[src/rtl/vend_pkg.sv]
package vend_pkg;
  localparam int NUM_COINS = 3;
  localparam int NUM_ITEMS = 3;
  localparam int SEL_W     = 2;

  typedef enum logic [SEL_W-1:0] {
    SEL_X    = 2'd0,
    SEL_Y    = 2'd1,
    SEL_Z    = 2'd2,
    SEL_NONE = 2'd3
  } item_sel_e;
endpackage

[src/rtl/vend_coin_sum.sv]
module vend_coin_sum #(
  parameter int SUM_W = 8,
  parameter int NUM   = 3,
  parameter int unsigned VALS [NUM] = '{25, 10, 5}
) (
  input  logic [NUM-1:0]   hit,
  output logic [SUM_W-1:0] total
);
  logic [SUM_W-1:0] term [NUM];

  for (genvar i = 0; i < NUM; i++) begin : g_term
    assign term[i] = hit[i] ? SUM_W'(VALS[i]) : '0;
  end

  always_comb begin
    total = '0;
    for (int i = 0; i < NUM; i++) total = total + term[i];
  end
endmodule

[src/rtl/vend_price_sel.sv]
module vend_price_sel
  import vend_pkg::*;
#(
  parameter int CREDIT_W = 8,
  parameter int unsigned PRICES [NUM_ITEMS] = '{125, 30, 60}
) (
  input  logic [SEL_W-1:0]    sel,
  output logic [CREDIT_W-1:0] price,
  output logic                item_ok,
  output logic [NUM_ITEMS-1:0] item_hot
);
  for (genvar i = 0; i < NUM_ITEMS; i++) begin : g_hot
    assign item_hot[i] = (sel == SEL_W'(i));
  end

  assign item_ok = |item_hot;

  always_comb begin
    price = '0;
    for (int i = 0; i < NUM_ITEMS; i++)
      if (item_hot[i]) price = CREDIT_W'(PRICES[i]);
  end
endmodule

[src/rtl/vend_credit.sv]
module vend_credit
  import vend_pkg::*;
#(
  parameter int CREDIT_W = 8,
  parameter int COIN_W   = 6
) (
  input  logic                 clk,
  input  logic                 rst_n,
  input  logic [COIN_W-1:0]    coin_total,
  input  logic [CREDIT_W-1:0]  price,
  input  logic                 item_ok,
  input  logic [NUM_ITEMS-1:0] item_hot,
  input  logic                 refund_req,
  output logic [CREDIT_W-1:0]  credit,
  output logic [NUM_ITEMS-1:0] motor,
  output logic                 refund_valid,
  output logic [CREDIT_W-1:0]  refund_amt
);
  localparam int WIDE_W = CREDIT_W + 2;
  localparam logic [WIDE_W-1:0] CAP = WIDE_W'((1 << CREDIT_W) - 1);

  logic [WIDE_W-1:0]   raw_sum;
  logic [CREDIT_W-1:0] work_sum;
  logic                afford;

  assign raw_sum  = WIDE_W'(credit) + WIDE_W'(coin_total);
  assign work_sum = (raw_sum > CAP) ? CAP[CREDIT_W-1:0] : raw_sum[CREDIT_W-1:0];
  assign afford   = item_ok && (work_sum >= price);

  always_ff @(posedge clk or negedge rst_n) begin
    if (!rst_n) begin
      credit       <= '0;
      motor        <= '0;
      refund_valid <= 1'b0;
      refund_amt   <= '0;
    end else if (refund_req) begin
      credit       <= '0;
      motor        <= '0;
      refund_valid <= 1'b1;
      refund_amt   <= work_sum;
    end else begin
      refund_valid <= 1'b0;
      refund_amt   <= '0;
      if (afford) begin
        credit <= work_sum - price;
        motor  <= item_hot;
      end else begin
        credit <= work_sum;
        motor  <= '0;
      end
    end
  end
endmodule

[src/rtl/vend_ctrl.sv]
module vend_ctrl
  import vend_pkg::*;
#(
  parameter int CREDIT_W = 8,
  parameter int VAL_Q    = 25,
  parameter int VAL_D    = 10,
  parameter int VAL_N    = 5,
  parameter int PRICE_X  = 125,
  parameter int PRICE_Y  = 30,
  parameter int PRICE_Z  = 60
) (
  input  logic                clk,
  input  logic                rst_n,
  input  logic                coin_quarter,
  input  logic                coin_dime,
  input  logic                coin_nickel,
  input  logic [1:0]          item_sel,
  input  logic                refund_req,
  output logic                motor_x,
  output logic                motor_y,
  output logic                motor_z,
  output logic                refund_valid,
  output logic [CREDIT_W-1:0] refund_amt,
  output logic [CREDIT_W-1:0] credit
);
  localparam int COIN_W = $clog2(VAL_Q + VAL_D + VAL_N + 1);

  logic [COIN_W-1:0]    coin_total;
  logic [CREDIT_W-1:0]  price;
  logic                 item_ok;
  logic [NUM_ITEMS-1:0] item_hot;
  logic [NUM_ITEMS-1:0] motor;

  vend_coin_sum #(
    .SUM_W (COIN_W),
    .NUM   (NUM_COINS),
    .VALS  ('{VAL_Q, VAL_D, VAL_N})
  ) u_coins (
    .hit   ({coin_nickel, coin_dime, coin_quarter}),
    .total (coin_total)
  );

  vend_price_sel #(
    .CREDIT_W (CREDIT_W),
    .PRICES   ('{PRICE_X, PRICE_Y, PRICE_Z})
  ) u_price (
    .sel      (item_sel),
    .price    (price),
    .item_ok  (item_ok),
    .item_hot (item_hot)
  );

  vend_credit #(
    .CREDIT_W (CREDIT_W),
    .COIN_W   (COIN_W)
  ) u_credit (
    .clk          (clk),
    .rst_n        (rst_n),
    .coin_total   (coin_total),
    .price        (price),
    .item_ok      (item_ok),
    .item_hot     (item_hot),
    .refund_req   (refund_req),
    .credit       (credit),
    .motor        (motor),
    .refund_valid (refund_valid),
    .refund_amt   (refund_amt)
  );

  assign motor_x = motor[0];
  assign motor_y = motor[1];
  assign motor_z = motor[2];
endmodule

[config.mk]
export PLATFORM = sky130hd
export DESIGN_NAME = vend_ctrl
export DESIGN_NICKNAME = d
export VERILOG_FILES = /design/src/rtl/vend_pkg.sv /design/src/rtl/vend_coin_sum.sv /design/src/rtl/vend_price_sel.sv /design/src/rtl/vend_credit.sv /design/src/rtl/vend_ctrl.sv
export SDC_FILE = /design/constraint.sdc
export NUM_CORES = 1
export LEC_CHECK = 0
export BUFFER_PORTS_ARGS = -buffer_cell sky130_fd_sc_hd__buf_2
export CAP_MARGIN = 25
export CORE_MARGIN = 8
export CORE_UTILIZATION = 52
export CTS_BUF_LIST = sky130_fd_sc_hd__clkbuf_2 sky130_fd_sc_hd__clkbuf_4 sky130_fd_sc_hd__clkbuf_8
export CTS_CLUSTER_DIAMETER = 30
export DETAILED_ROUTE_END_ITERATION = 10
export PLACE_DENSITY_LB_ADDON = 0.2
export SKIP_CTS_REPAIR_TIMING = 1
export SLEW_MARGIN = 20
export SYNTH_ARGS = -nofsm -noshare
export SYNTH_HDL_FRONTEND = slang
export SYNTH_HIERARCHICAL = 1
export SYNTH_SLANG_ARGS = --single-unit
[constraint.sdc]
create_clock -name clk -period 7.56 [get_ports clk]
set_input_delay 1.134 -clock clk [delete_from_list [all_inputs] [get_ports clk]]
set_output_delay 1.134 -clock clk [all_outputs]
set_load 0.1 [all_outputs]
==> flow_summary.yaml <==
final_layout:
  area.growth.synth_to_final_pct: 9.99
  number_of_nets_in_the_finished_design: 225
  fillers: 271
  insertedDiodeCount: 0
  final_layout_size_suffix_gt1_share_pct: 23.6
sta:
  worst-slew-pin-transition_ps: 651
  setup_viol: 0
  fin_ws_ps: 2800
  fin_worst_hold_slack_ps: 722
  post-route-period-util_pct: 62.9
  timing.final.crit_period_ps: 4760
  final.setup.tns_ps: 0
  rsz_0062_raised_after_global_routing: "false"
  final-hold-violation-count: 0
  maxSlewHeadroom_pct: 56.6
  achievable_clock_frequency_mhz: 210
  maxSlewViolCount: 0
  fin_skew_ps: 2.80
global_routing:
  grt_util_met3_pct: 0.962
  grt_use_met1_pct: 14.6
  grt_max_degree: 21
  antenna_found_initial: 0
  grt_busiest_layer: "met2"
  globalRouteTotalUtil_pct: 12.8
  gr-usage-met2_pct: 23.8
  grt_pass1_vias: 1297
  grt_first_pass_wirelength_mm: 5.58
  gr-total-overflow: 0
die:
  num_rows: 20
  start_util_pct: 55.0
  core_um2: 3050
  die_area_um2: 5300
  top_ports: 28
  die_w_um: 72.8
  die_height_um: 72.8
clock_tree:
  clk-insertion-delay-late_ps: 290
  cts_tree: "built"
  htreeDepth: 1
  clk_root_buffer_cell: "sky130_fd_sc_hd__clkbuf_4"
  cts_inserted_buffers: 3
  tritoncts_num_sinks: 20
  clk_transition_reported_paths_ps: 100
  buffers_from_clock_root_to_sink_at_most: 2
hold_path:
  hold_class: "reg2reg"
  min_delay_path_depth: 3
  hold_path.startpoint: "u_credit/credit[0]$_DFF_PN0_"
  worst_hold_path.endpoint: "u_credit/refund_amt[0]$_DFF_PN0_"
yosys:
  synth_cells: 175
  async_reset_ff_share_pct: 100
  netlist_top_cells_area: "sky130_fd_sc_hd__dfrtp_1 (30%), sky130_fd_sc_hd__ha_1 (14%), sky130_fd_sc_hd__inv_1 (3.8%)"
  number_of_synthesized_flops_with_an_enable_pin: 0
  netlist_area_um2: 1680
  synth.top_cell.area_share_pct: 29.8
  syn-num-nets: 204
  avgSynthCellArea_um2: 9.59
  synth_area_leader_cell: "sky130_fd_sc_hd__dfrtp_1"
  ys_seq_elements: 20
  predominant_post_synthesis_flop_cell: "sky130_fd_sc_hd__dfrtp_1"
  synth.most_common_cell: "sky130_fd_sc_hd__dfrtp_1"
  seq_area_frac_synth_pct: 29.8
  post_synth_most_frequent_cells: "sky130_fd_sc_hd__dfrtp_1 (20), sky130_fd_sc_hd__ha_1 (19), sky130_fd_sc_hd__inv_1 (17), sky130_fd_sc_hd__nor2_1 (13), sky130_fd_sc_hd__and2_1 (8)"
  yosys.cell_types.count: 51
  synth-warning-count: 6
setup_path:
  worst_r2r_path_depth: 15
  worstReg2RegEnd: "u_credit/credit[0]$_DFF_PN0_"
  critPathKind: "in2reg"
  worst_ep_arrival_ps: 4960
  r2r_start: "u_credit/credit[0]$_DFF_PN0_"
  worstSetupStartpointType: "primary input"
  crit_path_max_fanout: 12
  setup.reg_to_reg.worst_slack_ps: 3830
  critical_path.endpoint_type: "flip-flop"
  critPathRequiredTime_ps: 7760
placement:
  place_worst_setup_slack_ps: 2490
  place_congestion: 0.874
  dp_hpwl_mm: 2.74
  buffers_on_ports: 27
run:
  drv.max_cap_violation_count: 0
routing:
  detail_route.iter0.violations: 27
  totalWireLength_mm: 3.18
  routed-via-count: 1261
  postRouteAntennaNets: 0
  remaining_drc_errors: 0
  first_drt_pass_iteration_count: 4
  avgViaCountPerCell: 5.28
  avgRoutedWirePerCell_um: 13.3
status:
  status: "completed"
==> worst max path at each step <==
stage	from	endpoint	slack [ps]	cells after the start
floorplan	coin_quarter	u_credit/credit[0]$_DFF_PN0_	3070	17
global placement	coin_quarter	u_credit/credit[0]$_DFF_PN0_	2590	17
detailed placement	coin_quarter	u_credit/credit[0]$_DFF_PN0_	2490	17
CTS	coin_quarter	u_credit/credit[0]$_DFF_PN0_	2780	17
global route	coin_quarter	u_credit/credit[0]$_DFF_PN0_	2540	16
finish	coin_quarter	u_credit/credit[0]$_DFF_PN0_	2800	17
==> sequential cells by signal (all words and copies together), names as in the netlist <==
name,count
u_credit/credit,8
u_credit/motor,3
u_credit/refund_amt,8
u_credit/refund_valid,1
==> final cells by class <==
type / count / area [um^2] / area share [%]
well taps: 44 / 55.1 / 2.98
repair buffers: 27 / 135 / 7.32
inverters: 17 / 63.8 / 3.46
multi-input cells: 127 / 1040 / 56.3
clock inverters: 1 / 30.0 / 1.63
flip-flops and latches: 20 / 500 / 27.1
clock buffers: 3 / 22.5 / 1.22
==> cell families (layout without fill, tap and decap cells) <==
group	count (synthesis)	in the layout	synth area share (%)
buffers and inverters	28	48	8.27
xor gates and xnor gates	9	9	4.69
muxes	5	5	2.98
other	1	1	0.223
and+or+nand+nor	57	57	19.4
DFF	20	20	29.8
adders and majority gates	21	21	16.5
AOI/OAI and AO/OA	34	34	18.1
==> routing by layer <==
metal	vias up	wire length [um]
met2	11	1700
met5	-	0
li1	641	-
met3	4	68
met4	0	42
met1	605	1380
==> per-stage QoR <==
step / area (um^2) / utilization (%) / instances
6_report: 1850 / 60.5 / 239
2_1_floorplan: 1680 / - / 175
5_1_grt: 1850 / 60.5 / 239
3_3_place_gp: 1790 / 58.8 / 235
4_1_cts: 1850 / 60.5 / 239
3_5_place_dp: 1790 / 58.8 / 235
==> worst max-delay path, stage by stage <==
cell	delay, ps
sky130_fd_sc_hd__buf_2	140
sky130_fd_sc_hd__ha_1	230
sky130_fd_sc_hd__ha_1	310
sky130_fd_sc_hd__inv_1	60
sky130_fd_sc_hd__fa_1	390
sky130_fd_sc_hd__and2b_2	260
sky130_fd_sc_hd__o221ai_2	140
sky130_fd_sc_hd__a211oi_2	310
sky130_fd_sc_hd__nor2_1	140
sky130_fd_sc_hd__ha_1	240
sky130_fd_sc_hd__fa_1	400
sky130_fd_sc_hd__and2b_1	240
sky130_fd_sc_hd__nor2_2	40
sky130_fd_sc_hd__o21ai_1	160
sky130_fd_sc_hd__o221ai_2	290
sky130_fd_sc_hd__and2_4	270
sky130_fd_sc_hd__a211oi_2	210
==> cells in the final DEF (no fill, tap or decap), types with 2 or more instances in the layout <==
cell type,n
sky130_fd_sc_hd__a211oi_2,4
sky130_fd_sc_hd__a21o_1,2
sky130_fd_sc_hd__a21oi_1,2
sky130_fd_sc_hd__and2_1,8
sky130_fd_sc_hd__and2_4,2
sky130_fd_sc_hd__and2b_1,2
sky130_fd_sc_hd__and2b_2,2
sky130_fd_sc_hd__buf_2,27
sky130_fd_sc_hd__clkbuf_4,3
sky130_fd_sc_hd__dfrtp_1,20
sky130_fd_sc_hd__fa_1,2
sky130_fd_sc_hd__ha_1,19
sky130_fd_sc_hd__inv_1,17
sky130_fd_sc_hd__mux2i_1,5
sky130_fd_sc_hd__nand2_1,7
sky130_fd_sc_hd__nand3_1,3
sky130_fd_sc_hd__nand4_1,2
sky130_fd_sc_hd__nor2_1,13
sky130_fd_sc_hd__nor2b_1,6
sky130_fd_sc_hd__nor3b_1,3
sky130_fd_sc_hd__o211a_1,2
sky130_fd_sc_hd__o211ai_1,2
sky130_fd_sc_hd__o21a_1,3
sky130_fd_sc_hd__o21ai_0,2
sky130_fd_sc_hd__o221ai_2,2
sky130_fd_sc_hd__o22ai_1,2
sky130_fd_sc_hd__o311a_1,2
sky130_fd_sc_hd__or2_1,2
sky130_fd_sc_hd__xnor2_1,3
sky130_fd_sc_hd__xor2_1,6
Power is not shown: default switching activity piles up to over one toggle a cycle in this logic, so the estimate is an artifact.
